<file path="src/rtl/mfr_pkg.sv">
package mfr_pkg;
  localparam int unsigned B_SLEEP = 4;
  localparam int unsigned B_GIE   = 5;
  localparam int unsigned B_STEP  = 6;
  localparam int unsigned B_BRK   = 7;
  localparam int unsigned B_TRAP  = 9;
  localparam int unsigned B_BUS   = 10;
  localparam int unsigned B_DIV   = 11;
  localparam int unsigned B_FPE   = 12;
  localparam int unsigned B_CCLR  = 14;
  localparam int unsigned MIN_W   = 15;
endpackage

</file>
<file path="src/rtl/mfr_copy.sv">
module mfr_copy
  import mfr_pkg::*;
#(
  parameter int unsigned CC_W   = 32,
  parameter int unsigned FLAG_W = 4,
  parameter bit          IS_SUP = 1'b0
) (
  input  logic              clk_i,
  input  logic              rst_ni,
  input  logic              wr_i,
  input  logic              wr_priv_i,
  input  logic [CC_W-1:0]   wr_data_i,
  input  logic              alu_we_i,
  input  logic [FLAG_W-1:0] alu_flags_i,
  input  logic              auto_clr_i,
  input  logic [CC_W-1:0]   set_i,
  output logic [CC_W-1:0]   q_o
);
  localparam logic [CC_W-1:0] ONE    = CC_W'(1);
  localparam logic [CC_W-1:0] PLAIN  = (ONE << (B_BRK)) - ONE;
  localparam logic [CC_W-1:0] BRKM   = ONE << B_BRK;
  localparam logic [CC_W-1:0] EXCM   = (ONE << B_TRAP) | (ONE << B_BUS) |
                                       (ONE << B_DIV) | (ONE << B_FPE);
  // supervisor: bit 7 is a control; user: bit 7 is a sticky reason flag
  localparam logic [CC_W-1:0] STICKY = IS_SUP ? EXCM : (EXCM | BRKM);
  localparam logic [CC_W-1:0] PRIVRW = IS_SUP ? (PLAIN | BRKM) : PLAIN;

  logic [CC_W-1:0] q_q, nxt;

  always_comb begin
    nxt = q_q;
    if (wr_i) begin
      if (wr_priv_i)
        nxt = (wr_data_i & PRIVRW) | (q_q & wr_data_i & STICKY);
      else
        nxt = (q_q & STICKY) | (wr_data_i & PLAIN);
    end else if (alu_we_i) begin
      nxt[FLAG_W-1:0] = alu_flags_i;
    end
    if (auto_clr_i) nxt = nxt & ~STICKY;
    nxt = nxt | (set_i & STICKY);
  end

  always_ff @(posedge clk_i or negedge rst_ni)
    if (!rst_ni) q_q <= '0;
    else         q_q <= nxt;

  assign q_o = q_q;

  a_r12_reserved_zero: assert property (@(posedge clk_i) disable iff (!rst_ni)
    (q_q & ~(PRIVRW | STICKY)) == '0);

  a_r9_auto_clear: assert property (@(posedge clk_i) disable iff (!rst_ni)
    (auto_clr_i && ((set_i & STICKY) == '0)) |=> ((q_q & STICKY) == '0));

  a_r10_user_write_keeps: assert property (@(posedge clk_i) disable iff (!rst_ni)
    (wr_i && !wr_priv_i && !auto_clr_i && ((set_i & STICKY) == '0))
      |=> ((q_q & STICKY) == ($past(q_q) & STICKY)));
endmodule

</file>
<file path="src/rtl/mfr_evt.sv">
module mfr_evt (
  input  logic clk_i,
  input  logic rst_ni,
  input  logic mode_sup_i,
  input  logic brk_i,
  input  logic trap_i,
  input  logic bus_i,
  input  logic div_i,
  input  logic fpe_i,
  input  logic brk_en_i,
  input  logic cache_req_i,
  input  logic halt_rel_i,
  output logic usr_brk_o,
  output logic halt_o,
  output logic to_sup_o,
  output logic cache_clr_o
);
  logic fault, halt_evt, sup_evt;
  logic halt_q, to_sup_q, cclr_q;

  assign fault     = bus_i | div_i | fpe_i;
  assign usr_brk_o = !mode_sup_i && brk_i && !brk_en_i;
  assign halt_evt  = mode_sup_i ? (brk_i | fault) : (brk_i & brk_en_i);
  assign sup_evt   = !mode_sup_i && (trap_i | fault | (brk_i & !brk_en_i));

  always_ff @(posedge clk_i or negedge rst_ni)
    if (!rst_ni) begin
      halt_q   <= 1'b0;
      to_sup_q <= 1'b0;
      cclr_q   <= 1'b0;
    end else begin
      if (halt_evt)        halt_q <= 1'b1;
      else if (halt_rel_i) halt_q <= 1'b0;
      to_sup_q <= sup_evt;
      cclr_q   <= cache_req_i;
    end

  assign halt_o      = halt_q;
  assign to_sup_o    = to_sup_q;
  assign cache_clr_o = cclr_q;

  a_r5_sup_break_halts: assert property (@(posedge clk_i) disable iff (!rst_ni)
    (mode_sup_i && brk_i) |=> halt_o);

  a_r8_sup_fault_halts: assert property (@(posedge clk_i) disable iff (!rst_ni)
    (mode_sup_i && fault) |=> (halt_o && !to_sup_o));

  a_r7_user_fault_traps: assert property (@(posedge clk_i) disable iff (!rst_ni)
    (!mode_sup_i && (fault || trap_i)) |=> to_sup_o);

  a_r11_clear_pulse: assert property (@(posedge clk_i) disable iff (!rst_ni)
    cache_clr_o |-> $past(cache_req_i));

  a_r13_halt_sticky: assert property (@(posedge clk_i) disable iff (!rst_ni)
    (halt_o && !halt_rel_i) |=> halt_o);
endmodule

</file>
<file path="src/rtl/mode_flag_reg.sv">
module mode_flag_reg
  import mfr_pkg::*;
#(
  parameter int unsigned CC_W   = 32,
  parameter int unsigned FLAG_W = 4
) (
  input  logic              clk_i,
  input  logic              rst_ni,
  input  logic              mode_sup_i,
  input  logic              alu_we_i,
  input  logic [FLAG_W-1:0] alu_flags_i,
  input  logic              brk_i,
  input  logic              trap_i,
  input  logic              bus_err_i,
  input  logic              div_zero_i,
  input  logic              fpu_err_i,
  input  logic              to_user_i,
  input  logic              cpu_wr_i,
  input  logic              cpu_wr_usr_i,
  input  logic [CC_W-1:0]   cpu_wr_data_i,
  input  logic              dbg_wr_i,
  input  logic              dbg_wr_usr_i,
  input  logic [CC_W-1:0]   dbg_wr_data_i,
  output logic [CC_W-1:0]   sup_cc_o,
  output logic [CC_W-1:0]   usr_cc_o,
  output logic              halt_o,
  output logic              to_sup_o,
  output logic              cache_clr_o,
  output logic              idle_o
);
  logic            dbg_s, dbg_u, cpu_s, cpu_u, cpu_own;
  logic            s_wr, u_wr, u_priv, usr_brk;
  logic [CC_W-1:0] s_dat, u_dat, s_set, u_set;

  assign dbg_s   = dbg_wr_i && !dbg_wr_usr_i;
  assign dbg_u   = dbg_wr_i &&  dbg_wr_usr_i;
  assign cpu_s   = cpu_wr_i &&  mode_sup_i && !cpu_wr_usr_i;
  assign cpu_u   = cpu_wr_i &&  mode_sup_i &&  cpu_wr_usr_i;
  assign cpu_own = cpu_wr_i && !mode_sup_i;

  // debugger data wins a same-cycle collision
  assign s_wr   = dbg_s | cpu_s;
  assign s_dat  = dbg_s ? dbg_wr_data_i : cpu_wr_data_i;
  assign u_priv = dbg_u | cpu_u;
  assign u_wr   = u_priv | cpu_own;
  assign u_dat  = dbg_u ? dbg_wr_data_i : cpu_wr_data_i;

  always_comb begin
    s_set = '0;
    u_set = '0;
    if (mode_sup_i) begin
      s_set[B_BUS] = bus_err_i;
      s_set[B_DIV] = div_zero_i;
      s_set[B_FPE] = fpu_err_i;
    end else begin
      u_set[B_BRK]  = usr_brk;
      u_set[B_TRAP] = trap_i;
      u_set[B_BUS]  = bus_err_i;
      u_set[B_DIV]  = div_zero_i;
      u_set[B_FPE]  = fpu_err_i;
    end
  end

  mfr_copy #(.CC_W(CC_W), .FLAG_W(FLAG_W), .IS_SUP(1'b1)) u_sup (
    .clk_i, .rst_ni,
    .wr_i(s_wr), .wr_priv_i(1'b1), .wr_data_i(s_dat),
    .alu_we_i(alu_we_i && mode_sup_i), .alu_flags_i,
    .auto_clr_i(1'b0), .set_i(s_set), .q_o(sup_cc_o)
  );

  mfr_copy #(.CC_W(CC_W), .FLAG_W(FLAG_W), .IS_SUP(1'b0)) u_usr (
    .clk_i, .rst_ni,
    .wr_i(u_wr), .wr_priv_i(u_priv), .wr_data_i(u_dat),
    .alu_we_i(alu_we_i && !mode_sup_i), .alu_flags_i,
    .auto_clr_i(to_user_i), .set_i(u_set), .q_o(usr_cc_o)
  );

  mfr_evt u_evt (
    .clk_i, .rst_ni,
    .mode_sup_i,
    .brk_i, .trap_i,
    .bus_i(bus_err_i), .div_i(div_zero_i), .fpe_i(fpu_err_i),
    .brk_en_i(sup_cc_o[B_BRK]),
    .cache_req_i(cpu_s && cpu_wr_data_i[B_CCLR]),
    .halt_rel_i(dbg_s),
    .usr_brk_o(usr_brk),
    .halt_o, .to_sup_o, .cache_clr_o
  );

  assign idle_o = sup_cc_o[B_SLEEP] & sup_cc_o[B_GIE];

  a_r6_sup_trap_ignored: assert property (@(posedge clk_i) disable iff (!rst_ni)
    (mode_sup_i && trap_i && !brk_i && !bus_err_i && !div_zero_i && !fpu_err_i)
      |=> !to_sup_o);

  a_r3_user_write_spares_sup: assert property (@(posedge clk_i) disable iff (!rst_ni)
    (!mode_sup_i && !dbg_s && !bus_err_i && !div_zero_i && !fpu_err_i && !alu_we_i)
      |=> $stable(sup_cc_o));

  a_r11_bit14_zero: assert property (@(posedge clk_i) disable iff (!rst_ni)
    !sup_cc_o[B_CCLR] && !usr_cc_o[B_CCLR]);
endmodule

</file>
<file path="config.mk">
export PLATFORM = sky130hd
export DESIGN_NAME = mode_flag_reg
export DESIGN_NICKNAME = d
export VERILOG_FILES = /design/src/rtl/mfr_pkg.sv /design/src/rtl/mfr_copy.sv /design/src/rtl/mfr_evt.sv /design/src/rtl/mode_flag_reg.sv
export SDC_FILE = /design/constraint.sdc
export NUM_CORES = 1
export LEC_CHECK = 0
export BUFFER_PORTS_ARGS = -buffer_cell sky130_fd_sc_hd__buf_4
export CORE_MARGIN = 5
export CORE_UTILIZATION = 31
export DETAILED_ROUTE_END_ITERATION = 12
export GPL_TIMING_DRIVEN = 0
export MAX_ROUTING_LAYER = met4
export PLACE_DENSITY = 0.67
export SETUP_SLACK_MARGIN = 0.2
export SLEW_MARGIN = 15
export SYNTH_ARGS = -nofsm -noshare
export SYNTH_HDL_FRONTEND = slang
export SYNTH_SLANG_ARGS = --single-unit
export TNS_END_PERCENT = 5
</file>
<file path="constraint.sdc">
create_clock -name clk_i -period 1.2 [get_ports clk_i]
set_input_delay 0.24 -clock clk_i [delete_from_list [all_inputs] [get_ports clk_i]]
set_output_delay 0.24 -clock clk_i [all_outputs]
set_load 0.03 [all_outputs]
</file>
==> results.txt, run 1 <==
Reg power frac: 0.377
end of the worst hold path: u_evt.cache_clr_o$_DFF_PN0_
clock insertion delay at the later pin of the skew report: 0.27 ns
sort of element at the end of the critical path: output pin
Placement Rows: 27
number of warnings reported in the yosys synthesis log: 0
Pre-antenna DRT Iters: 4
Floorplan Core Area: 5570 um^2
maximum number of pins on one net before global-route repair: 28
crit path cell chain: and2_4 -> buf_6
Power Total: 0.00295 W
number of placed instances, taps included: 359
reg2reg setup slack: 0.25 ns
endpoint of the most critical register-to-register path: u_evt.to_sup_o$_DFF_PN0_
Psw: 0.00108 W
Max Cap Viol: 0
number of levels the H-tree was split into: 1
number of setup violations in the final report: 1
first-pass GRT wire length: 8010 um
die width: 86.3 um
Cell Count, Final, Fillers Out: 369
Switching Fraction: 0.365
TritonCTS clock tree: done
r2r worst-path depth: 3
count of clock tree sinks: 27
count of cells along the worst hold path: 3
net total in the final layout: 380
leakage component of the power: 1.55 nW
Synth Cell Area: 1810 um^2
max-slew violation total from the final report: 0
cell types with the largest area share after synthesis: sky130_fd_sc_hd__dfrtp_1 (37%), sky130_fd_sc_hd__buf_4 (18%), sky130_fd_sc_hd__mux2i_1 (16%)
Crit path arrival time: 0.97 ns
PnR worst setup slack: -0.00996 ns
outcome: complete, but fails checks
kind of critical path: reg -> out
sequential-to-total area share from yosys stat: 0.374
detailed-route vias per instance: 4.15
Fmax: 826 MHz
Min Hold Slack: 0.176 ns
Tot GR Track Use: 0.139
worst hold path type: in -> reg
aggregate negative setup slack: -0.00996 ns
number of register bits inferred by synthesis: 27
IO Pins: 150
Max stage delay cell, worst path: sky130_fd_sc_hd__dfrtp_1
clock-pin slew on the worst setup and hold paths: 0.09 ns
die footprint: 7450 um^2
maximum resistive drop on vdd: 0.462 mV
maximum fanout along the worst path: 3
wirelength, routed: 4990 um
post-synthesis cell type with the largest combined area: sky130_fd_sc_hd__dfrtp_1
Synth cell types: 28
clock buffer depth: 2
Hold Path Origin: cpu_wr_data_i[14]
global placer's final weighted congestion: 0.851
final hold vios: 0
clock network fraction of total power: 0.175
Worst Path Buf+Inv: 1
effective utilization at floorplan: 0.324
ratio of cells with drive above 1 in the final layout: 0.458
final cell utilization of the core: 0.502
vias in the first global route: 1601
GRT Residual Overflow: 0
post-synthesis average cell area: 10.1 um^2
height of the chip: 86.3 um
number of design-rule violations left by the first detailed-router iteration: 59
total CTS buffers: 3
initial antenna violation count: 0
number of antenna cells inserted: 0
Max Clock Skew: 0.000579 ns
Crit path required time: 0.96 ns
worst stage delay on the critical path: 0.41 ns
area share of the leading cell type in the synthesized netlist: 0.374
post-detailed-route count of antenna-violating nets: 0
setup repair after global routing missed its margin: true
number of vias in the routed layout: 1533
Final Cycle Share: 1.01
# port buffers: 70
top cell family by delay on the critical path: flip-flops
clock period minus final worst setup slack: 1.21 ns
failing checks: setup timing
Syn-to-layout area delta: 55.0%
routed wire length per instance: 13.5 um
critical register-to-register path startpoint: u_sup.q_o[7]$_DFFE_PN0N_
DP Wirelength: 3910 um
internal power contribution: 0.00187 W
Mapped Cells: 178
buffer cell driving the clock tree root: sky130_fd_sc_hd__clkbuf_8
DRC violations left: 0
CP Launch Type: register
PwrDens: 1050 nW/um^2
fraction of power consumed by combinational cells: 0.448
==> worst max path at each step <==
stage | start | end | slack, ns | depth (start not counted)
after floorplan | dbg_wr_i | u_usr.q_o[4]$_DFFE_PN0N_ | 0.02 | 4
after global placement | dbg_wr_i | u_usr.q_o[6]$_DFFE_PN0N_ | -0.23 | 5
after detailed placement | dbg_wr_i | u_usr.q_o[6]$_DFFE_PN0N_ | -0.25 | 5
after CTS | u_sup.q_o[5]$_DFFE_PN0N_ | idle_o | -0.02 | 2
after global routing | u_sup.q_o[4]$_DFFE_PN0N_ | idle_o | -0.05 | 2
final | u_sup.q_o[4]$_DFFE_PN0N_ | idle_o | -0.01 | 2
==> sequential cells by signal (all words and copies together) (netlist names) <==
register and cells:
u_evt.cache_clr_o 1, u_usr.q_o 12, u_evt.to_sup_o 1, u_sup.q_o 12
u_evt.halt_o 1
==> cells by family (layout without fill, tap and decap cells) <==
logic type,count (synthesis),count (layout),synth area share
AO/OA/AOI/OAI,25,25,0.0797
buffers and inverters,53,133,0.213
flip-flops,27,27,0.374
multiplexers,34,34,0.201
other,1,40,0.00208
AND/OR/NAND/NOR,38,38,0.130
==> Yosys cell counts <==
master	instances
sky130_fd_sc_hd__mux2_1	2
sky130_fd_sc_hd__nor3_1	5
sky130_fd_sc_hd__nor2_1	2
sky130_fd_sc_hd__a21oi_1	1
sky130_fd_sc_hd__nand2_1	6
sky130_fd_sc_hd__nand2_2	1
sky130_fd_sc_hd__a21oi_4	1
sky130_fd_sc_hd__nand3b_4	1
sky130_fd_sc_hd__nor4b_1	5
sky130_fd_sc_hd__conb_1	1
sky130_fd_sc_hd__clkbuf_1	1
sky130_fd_sc_hd__nand3_1	4
sky130_fd_sc_hd__inv_1	5
sky130_fd_sc_hd__and2_1	3
sky130_fd_sc_hd__o21ai_1	12
sky130_fd_sc_hd__nand2b_2	1
sky130_fd_sc_hd__nor2b_1	6
sky130_fd_sc_hd__buf_2	1
sky130_fd_sc_hd__mux2_4	4
sky130_fd_sc_hd__o21ai_0	5
sky130_fd_sc_hd__nor4_1	1
sky130_fd_sc_hd__nand2b_1	3
sky130_fd_sc_hd__dfrtp_1	27
sky130_fd_sc_hd__o22ai_1	5
sky130_fd_sc_hd__buf_6	3
sky130_fd_sc_hd__buf_4	43
sky130_fd_sc_hd__mux2i_1	28
sky130_fd_sc_hd__a31oi_1	1
==> stage by stage <==
stage	setup slack (ns)	instance area (um^2)
detailed placement	-0.251	2570
global route	-0.0494	2800
global placement	-0.229	2570
finish	-0.00996	2800
CTS	-0.0221	2770
floorplan	0.0166	1950
==> what timing repair did <==
| action | CTS | global route |
|---|---|---|
| pin swaps | 2 | 3 |
| endpoints found under the setup margin | 34 | 37 |
| gates cloned | 0 | 0 |
| endpoints found under the hold margin | 27 | 0 |
| buffers inserted | 3 | 2 |
| hold buffers | 1 | 0 |
| gates resized for setup | 31 | 5 |
==> worst min-delay path, cell delays in order <==
cell and delay (ns):
sky130_fd_sc_hd__buf_4 0.11, sky130_fd_sc_hd__inv_1 0.04, sky130_fd_sc_hd__nor2_1 0.03
==> per-layer routing <==
metal / vias up / wire [um] / GRT usage
met3: 6 / 352 / 0.0228
met2: 69 / 2520 / 0.227
met1: 690 / 2060 / 0.182
met4: 0 / 51 / 0.0340
li1: 768 / - / -
met5: - / 0 / -
==> power groups by stage <==
stage | logic, W | clock network [W] | registers (W)
CTS | 0.00130 | 0.000541 | 0.00111
floorplan | 0.000561 | 0 | 0.00132
finish | 0.00132 | 0.000516 | 0.00111
global placement | 0.00119 | 0 | 0.00111
global route | 0.00142 | 0.000577 | 0.00113
detailed placement | 0.00120 | 0 | 0.00111
==> placed cells by master (no fill, tap or decap), types with 3 or more instances in the layout <==
cell type	instances
sky130_fd_sc_hd__nand2_1	6
sky130_fd_sc_hd__nand3_1	4
sky130_fd_sc_hd__dfrtp_1	27
sky130_fd_sc_hd__buf_4	85
sky130_fd_sc_hd__mux2i_1	28
sky130_fd_sc_hd__nor3_1	5
sky130_fd_sc_hd__nor4b_1	5
sky130_fd_sc_hd__o21ai_1	12
sky130_fd_sc_hd__o21ai_0	5
sky130_fd_sc_hd__buf_6	34
sky130_fd_sc_hd__nor2b_1	6
sky130_fd_sc_hd__clkbuf_8	3
sky130_fd_sc_hd__nand2b_1	3
sky130_fd_sc_hd__conb_1	40
sky130_fd_sc_hd__o22ai_1	5
sky130_fd_sc_hd__mux2_4	4
sky130_fd_sc_hd__inv_1	5
==> cell type report <==
type	instances	area, um^2
fill	559	2780
multi-input combinational	137	897
timing repair buffer	76	693
sequential	27	676
buffer	48	377
tap	72	90.1
clock buffer	3	41.3
inverter	5	18.8
clock inverter	1	5.00
No activity file was read; power rests on OpenSTA's default activity.
==> run 2, diff against run 1 <==
--- a/config.mk
+++ b/config.mk
@@ -5,6 +5,7 @@
 export SDC_FILE = /design/constraint.sdc
 export NUM_CORES = 1
 export LEC_CHECK = 0
+export ABC_CLOCK_PERIOD_IN_PS = 1200
 export BUFFER_PORTS_ARGS = -buffer_cell sky130_fd_sc_hd__buf_4
 export CORE_MARGIN = 5
 export CORE_UTILIZATION = 31
@@ -17,4 +18,3 @@
 export SYNTH_ARGS = -nofsm -noshare
 export SYNTH_HDL_FRONTEND = slang
 export SYNTH_SLANG_ARGS = --single-unit
-export TNS_END_PERCENT = 5
==> run 2 against run 1 <==
Compared with the run above: the run still ends with setup timing left; worst hold slack worse by 0.0043 ns; final area is 3.9% higher; via count is 0.39% higher; wire length is 3.1% higher; non-clock buffer count is 9 higher; flip-flop and latch count stayed put; combinational power is 5% higher; critical path depth stayed put; maximum frequency is 0.17% higher; worst setup slack better by 0.0020 ns; clock power is 4.8% higher; first-iteration DRC count is 5.1% higher; critical endpoint unchanged; largest cell class unchanged.
==> results.txt, run 2 (synthesis results as in run 1) <==
GR Layer Usage met1: 0.182
setup repair after global routing missed its margin: true
maximum resistive drop on vdd: 0.443 mV
die width: 86.3 um
net total in the final layout: 389
worst hold path type: in -> reg
height of the chip: 86.3 um
Tot GR Track Use: 0.141
area occupied by registers: 678 um^2
clock buffer depth: 2
maximum fanout along the worst path: 2
kind of critical path: reg -> out
GRT Residual Overflow: 0
count of clock tree sinks: 27
Crit path required time: 0.96 ns
Pre-antenna DRT Iters: 4
clock-pin slew on the worst setup and hold paths: 0.10 ns
failing checks: setup timing
max-slew violation total from the final report: 0
Floorplan Core Area: 5570 um^2
number of setup violations in the final report: 2
critical register-to-register path startpoint: u_sup.q_o[7]$_DFFE_PN0N_
detailed-route vias per instance: 4.07
end of the worst hold path: u_evt.cache_clr_o$_DFF_PN0_
ratio of cells with drive above 1 in the final layout: 0.490
Final Cycle Share: 1.01
Max Clock Skew: 0.00299 ns
first-pass GRT wire length: 7980 um
Syn-to-layout area delta: 61.0%
number of fill cells: 529
total CTS buffers: 3
Crit path arrival time: 0.97 ns
clock period minus final worst setup slack: 1.21 ns
number of design-rule violations left by the first detailed-router iteration: 62
outcome: complete, but fails checks
Fmax: 828 MHz
met2 Use GR: 0.240
clock insertion delay at the later pin of the skew report: 0.27 ns
Hold Path Origin: cpu_wr_data_i[14]
DP Wirelength: 3980 um
PwrDens: 1040 nW/um^2
number of levels the H-tree was split into: 1
global-route layer with the greatest usage: met2
routed wire length per instance: 13.6 um
post-detailed-route count of antenna-violating nets: 0
most used cells in the layout excluding fill and tap cells: sky130_fd_sc_hd__buf_4 (90), sky130_fd_sc_hd__conb_1 (40), sky130_fd_sc_hd__buf_6 (37)
IO Pins: 150
r2r worst-path depth: 2
Multi-input gate area: 912 um^2
count of cells along the worst hold path: 3
number of antenna cells inserted: 0
Max Cap Viol: 0
effective utilization at floorplan: 0.324
DRC violations left: 0
sort of element at the end of the critical path: output pin
buffer cell driving the clock tree root: sky130_fd_sc_hd__clkbuf_8
global placer's final weighted congestion: 0.792
aggregate negative setup slack: -0.00973 ns
TritonCTS clock tree: done
CP Launch Type: register
vias in the first global route: 1627
initial antenna violation count: 0
Power Total: 0.00303 W
most common cell after layout, fill and taps aside: sky130_fd_sc_hd__buf_4
die footprint: 7450 um^2
Placement Rows: 27
reg2reg setup slack: 0.29 ns
endpoint of the most critical register-to-register path: u_evt.to_sup_o$_DFF_PN0_
met3 track demand over resource: 0.0200
number of vias in the routed layout: 1539
PnR worst setup slack: -0.00796 ns
final hold vios: 0
wirelength, routed: 5140 um
leakage component of the power: 1.60 nW
maximum number of pins on one net before global-route repair: 28
# port buffers: 70
[run 2: worst max-delay path: stages, from the launching register on]
cell,delay (ns)
sky130_fd_sc_hd__dfrtp_2,0.41
sky130_fd_sc_hd__and2_4,0.15
sky130_fd_sc_hd__buf_6,0.13
[run 2: area by class of cell]
cell class / instances / area share
plain buffers: 48 / 0.131
clock buffers: 3 / 0.0142
clock inverters: 1 / 0.00172
inverters: 5 / 0.00646
multi-input cells: 137 / 0.314
flip-flops and latches: 27 / 0.233
well taps: 72 / 0.0310
repair buffers: 85 / 0.269
[run 2: metrics by stage]
| stage | utilization | hold WS [ns] | instances | area (um^2) | setup slack [ns] |
|---|---|---|---|---|---|
| detailed placement | 0.463 | 0.187 | 359 | 2580 | -0.254 |
| CTS | 0.512 | 0.158 | 374 | 2850 | -0.0301 |
| finish | 0.521 | 0.172 | 378 | 2910 | -0.00796 |
| floorplan | - | -0.0556 | 217 | 1960 | 0.0166 |
| global placement | 0.463 | 0.186 | 359 | 2580 | -0.234 |
| global route | 0.521 | 0.160 | 378 | 2910 | -0.0488 |
[run 2: power breakdown]
group | switching [W] | internal, W
logic | 0.000721 | 0.000659
clock network | 0.000308 | 0.000233
registers | 0.0000854 | 0.00103
[run 2: how the worst max path moves through the flow]
stage | start | to | slack [ns] | cells after the start
floorplan | dbg_wr_i | u_usr.q_o[4]$_DFFE_PN0N_ | 0.02 | 4
global placement | dbg_wr_i | u_usr.q_o[6]$_DFFE_PN0N_ | -0.23 | 5
detailed placement | dbg_wr_i | u_usr.q_o[4]$_DFFE_PN0N_ | -0.25 | 5
CTS | u_sup.q_o[4]$_DFFE_PN0N_ | idle_o | -0.03 | 2
global route | u_sup.q_o[7]$_DFFE_PN0N_ | sup_cc_o[7] | -0.05 | 2
finish | u_sup.q_o[5]$_DFFE_PN0N_ | idle_o | -0.008 | 2
[run 2: repair_timing]
action / in CTS / in global routing
endpoints found under the hold margin: 27 / 0
buffers inserted: 10 / 4
resized for setup: 35 / 5
endpoints found under the setup margin: 35 / 38
pin swaps: 1 / 2
hold buffers: 1 / 0
[run 2: per-layer routing]
metal,part of all wire,wire length [um],vias up
met5,0,0,-
met4,0.0021,11,0
met3,0.051,263,2
met2,0.50,2580,53
met1,0.45,2290,696
li1,-,-,788
==> run 3, diff against run 2 <==
--- a/config.mk
+++ b/config.mk
@@ -12,7 +12,7 @@
 export DETAILED_ROUTE_END_ITERATION = 12
 export GPL_TIMING_DRIVEN = 0
 export MAX_ROUTING_LAYER = met4
-export PLACE_DENSITY = 0.67
+export PLACE_DENSITY_LB_ADDON = 0.25
 export SETUP_SLACK_MARGIN = 0.2
 export SLEW_MARGIN = 15
 export SYNTH_ARGS = -nofsm -noshare
==> run 3 against run 2 <==
Compared with the run above: the flow still finishes with violations (setup timing); final area grew 0.52%; first-iteration DRC count shrank 44%; global-route usage grew 0.30 points; core utilization grew 0.27 points; sequential power is essentially flat; largest cell class unchanged; non-clock buffer count grew 2; clock skew grew 0.0023 ns; via count grew 4.5%; total power grew 1.3%; clock-buffer cell count grew 1; worst setup slack lost 0.0034 ns.
==> results.txt, run 3 (synthesis results as in run 1) <==
kind of critical path: reg -> out
ratio of cells with drive above 1 in the final layout: 0.490
number of levels the H-tree was split into: 1
routed wire length per instance: 13.7 um
Final Cycle Share: 1.01
number of design-rule violations left by the first detailed-router iteration: 35
initial antenna violation count: 0
DRC violations left: 0
post-detailed-route count of antenna-violating nets: 0
leakage component of the power: 1.61 nW
count of cells along the worst hold path: 3
Syn-to-layout area delta: 61.8%
clock period minus final worst setup slack: 1.21 ns
critical register-to-register path startpoint: u_usr.q_o[5]$_DFFE_PN0N_
crit path cell chain: and2_4 -> buf_6
maximum fanout along the worst path: 3
final cell utilization of the core: 0.524
top cell family by delay on the critical path: flip-flops
most common cell after layout, fill and taps aside: sky130_fd_sc_hd__buf_4
number of vias in the routed layout: 1608
worst stage delay on the critical path: 0.43 ns
Fmax: 826 MHz
PnR worst setup slack: -0.0114 ns
Max Cap Viol: 0
worst hold path type: in -> reg
timing startpoint of the critical path: u_sup.q_o[5]$_DFFE_PN0N_
total CTS buffers: 3
max-slew violation total from the final report: 0
Crit path arrival time: 0.97 ns
setup repair after global routing missed its margin: true
TritonCTS clock tree: done
outcome: complete, but fails checks
clock-pin slew on the worst setup and hold paths: 0.10 ns
sort of element at the end of the critical path: output pin
height of the chip: 86.3 um
maximum number of pins on one net before global-route repair: 28
effective utilization at floorplan: 0.324
Hold Path Origin: cpu_wr_data_i[14]
IO Pins: 150
wirelength, routed: 5210 um
critical path depth: 2
clock insertion delay at the later pin of the skew report: 0.27 ns
Pre-antenna DRT Iters: 4
count of clock tree sinks: 27
Max stage delay cell, worst path: sky130_fd_sc_hd__dfrtp_2
GRT Residual Overflow: 0
die footprint: 7450 um^2
most used cells in the layout excluding fill and tap cells: sky130_fd_sc_hd__buf_4 (91), sky130_fd_sc_hd__conb_1 (40), sky130_fd_sc_hd__buf_6 (39)
global placer's final weighted congestion: 0.762
r2r worst-path depth: 3
CP Launch Type: register
Crit path required time: 0.96 ns
PwrDens: 1050 nW/um^2
net total in the final layout: 391
buffer cell driving the clock tree root: sky130_fd_sc_hd__clkbuf_8
Max Clock Skew: 0.00529 ns
detailed-route vias per instance: 4.23
final hold vios: 0
number of setup violations in the final report: 1
Tot GR Track Use: 0.144
DP Wirelength: 3930 um
failing checks: setup timing
vias in the first global route: 1672
number of fill cells: 539
Min Hold Slack: 0.172 ns
maximum resistive drop on vdd: 0.642 mV
die width: 86.3 um
Worst Path Buf+Inv: 1
first-pass GRT wire length: 8260 um
Floorplan Core Area: 5570 um^2
# port buffers: 70
clock buffer depth: 2
Placement Rows: 27
number of antenna cells inserted: 0
run 3: cell type report:
class	count	area, um^2	area share
clock buffer	4	45.0	0.0154
inverter	5	18.8	0.00642
sequential	27	678	0.232
multi-input combinational	137	913	0.313
tap	72	90.1	0.0308
timing repair buffer	87	791	0.271
buffer	48	385	0.132
run 3: timing repair:
item / 4_1_cts / 5_1_grt
setup endpoints to repair: 35 / 37
hold buffers: 1 / 0
gates resized for setup: 35 / 8
endpoints found under the hold margin: 27 / 0
setup buffers: 13 / 3
pin swaps: 2 / 2
run 3: path summary, 6_finish.rpt:
check	end	slack [ns]
max reg2reg	u_usr.q_o[5]$_DFFE_PN0N_	0.22
max	idle_o	-0.01
max in group asynchronous	u_sup.q_o[5]$_DFFE_PN0N_	0.49
min in group asynchronous	u_usr.q_o[10]$_DFF_PN0_	0.43
min	u_evt.cache_clr_o$_DFF_PN0_	0.17
min reg2reg	u_sup.q_o[9]$_DFFE_PN0N_	0.54
run 3: stage by stage:
step	TNS [ns]	instances	power (W)	setup slack, ns	instance area [um^2]
final	-0.0114	380	0.00307	-0.0114	2920
after global routing	-0.0996	380	0.00323	-0.0482	2920
after CTS	-0.0156	377	0.00305	-0.0156	2860
after detailed placement	-1.43	359	0.00232	-0.275	2580
after global placement	-1.18	359	0.00230	-0.251	2580
after floorplan	0	217	0.00189	0.0166	1960
run 3: metal layers:
metal | global-route usage | wire length [um]
met5 | - | 0
met3 | 0.0333 | 455
met4 | 0.0368 | 59
met2 | 0.238 | 2600
met1 | 0.177 | 2100
run 3: worst min-delay path: stages:
cell	delay, ns
sky130_fd_sc_hd__buf_4	0.11
sky130_fd_sc_hd__inv_1	0.04
sky130_fd_sc_hd__nor2_1	0.03
run 3: power by group:
part	switching, W	internal, W	leakage (nW)
clock network	0.000300	0.000238	0.0228
registers	0.0000854	0.00103	0.319
logic	0.000731	0.000691	1.27
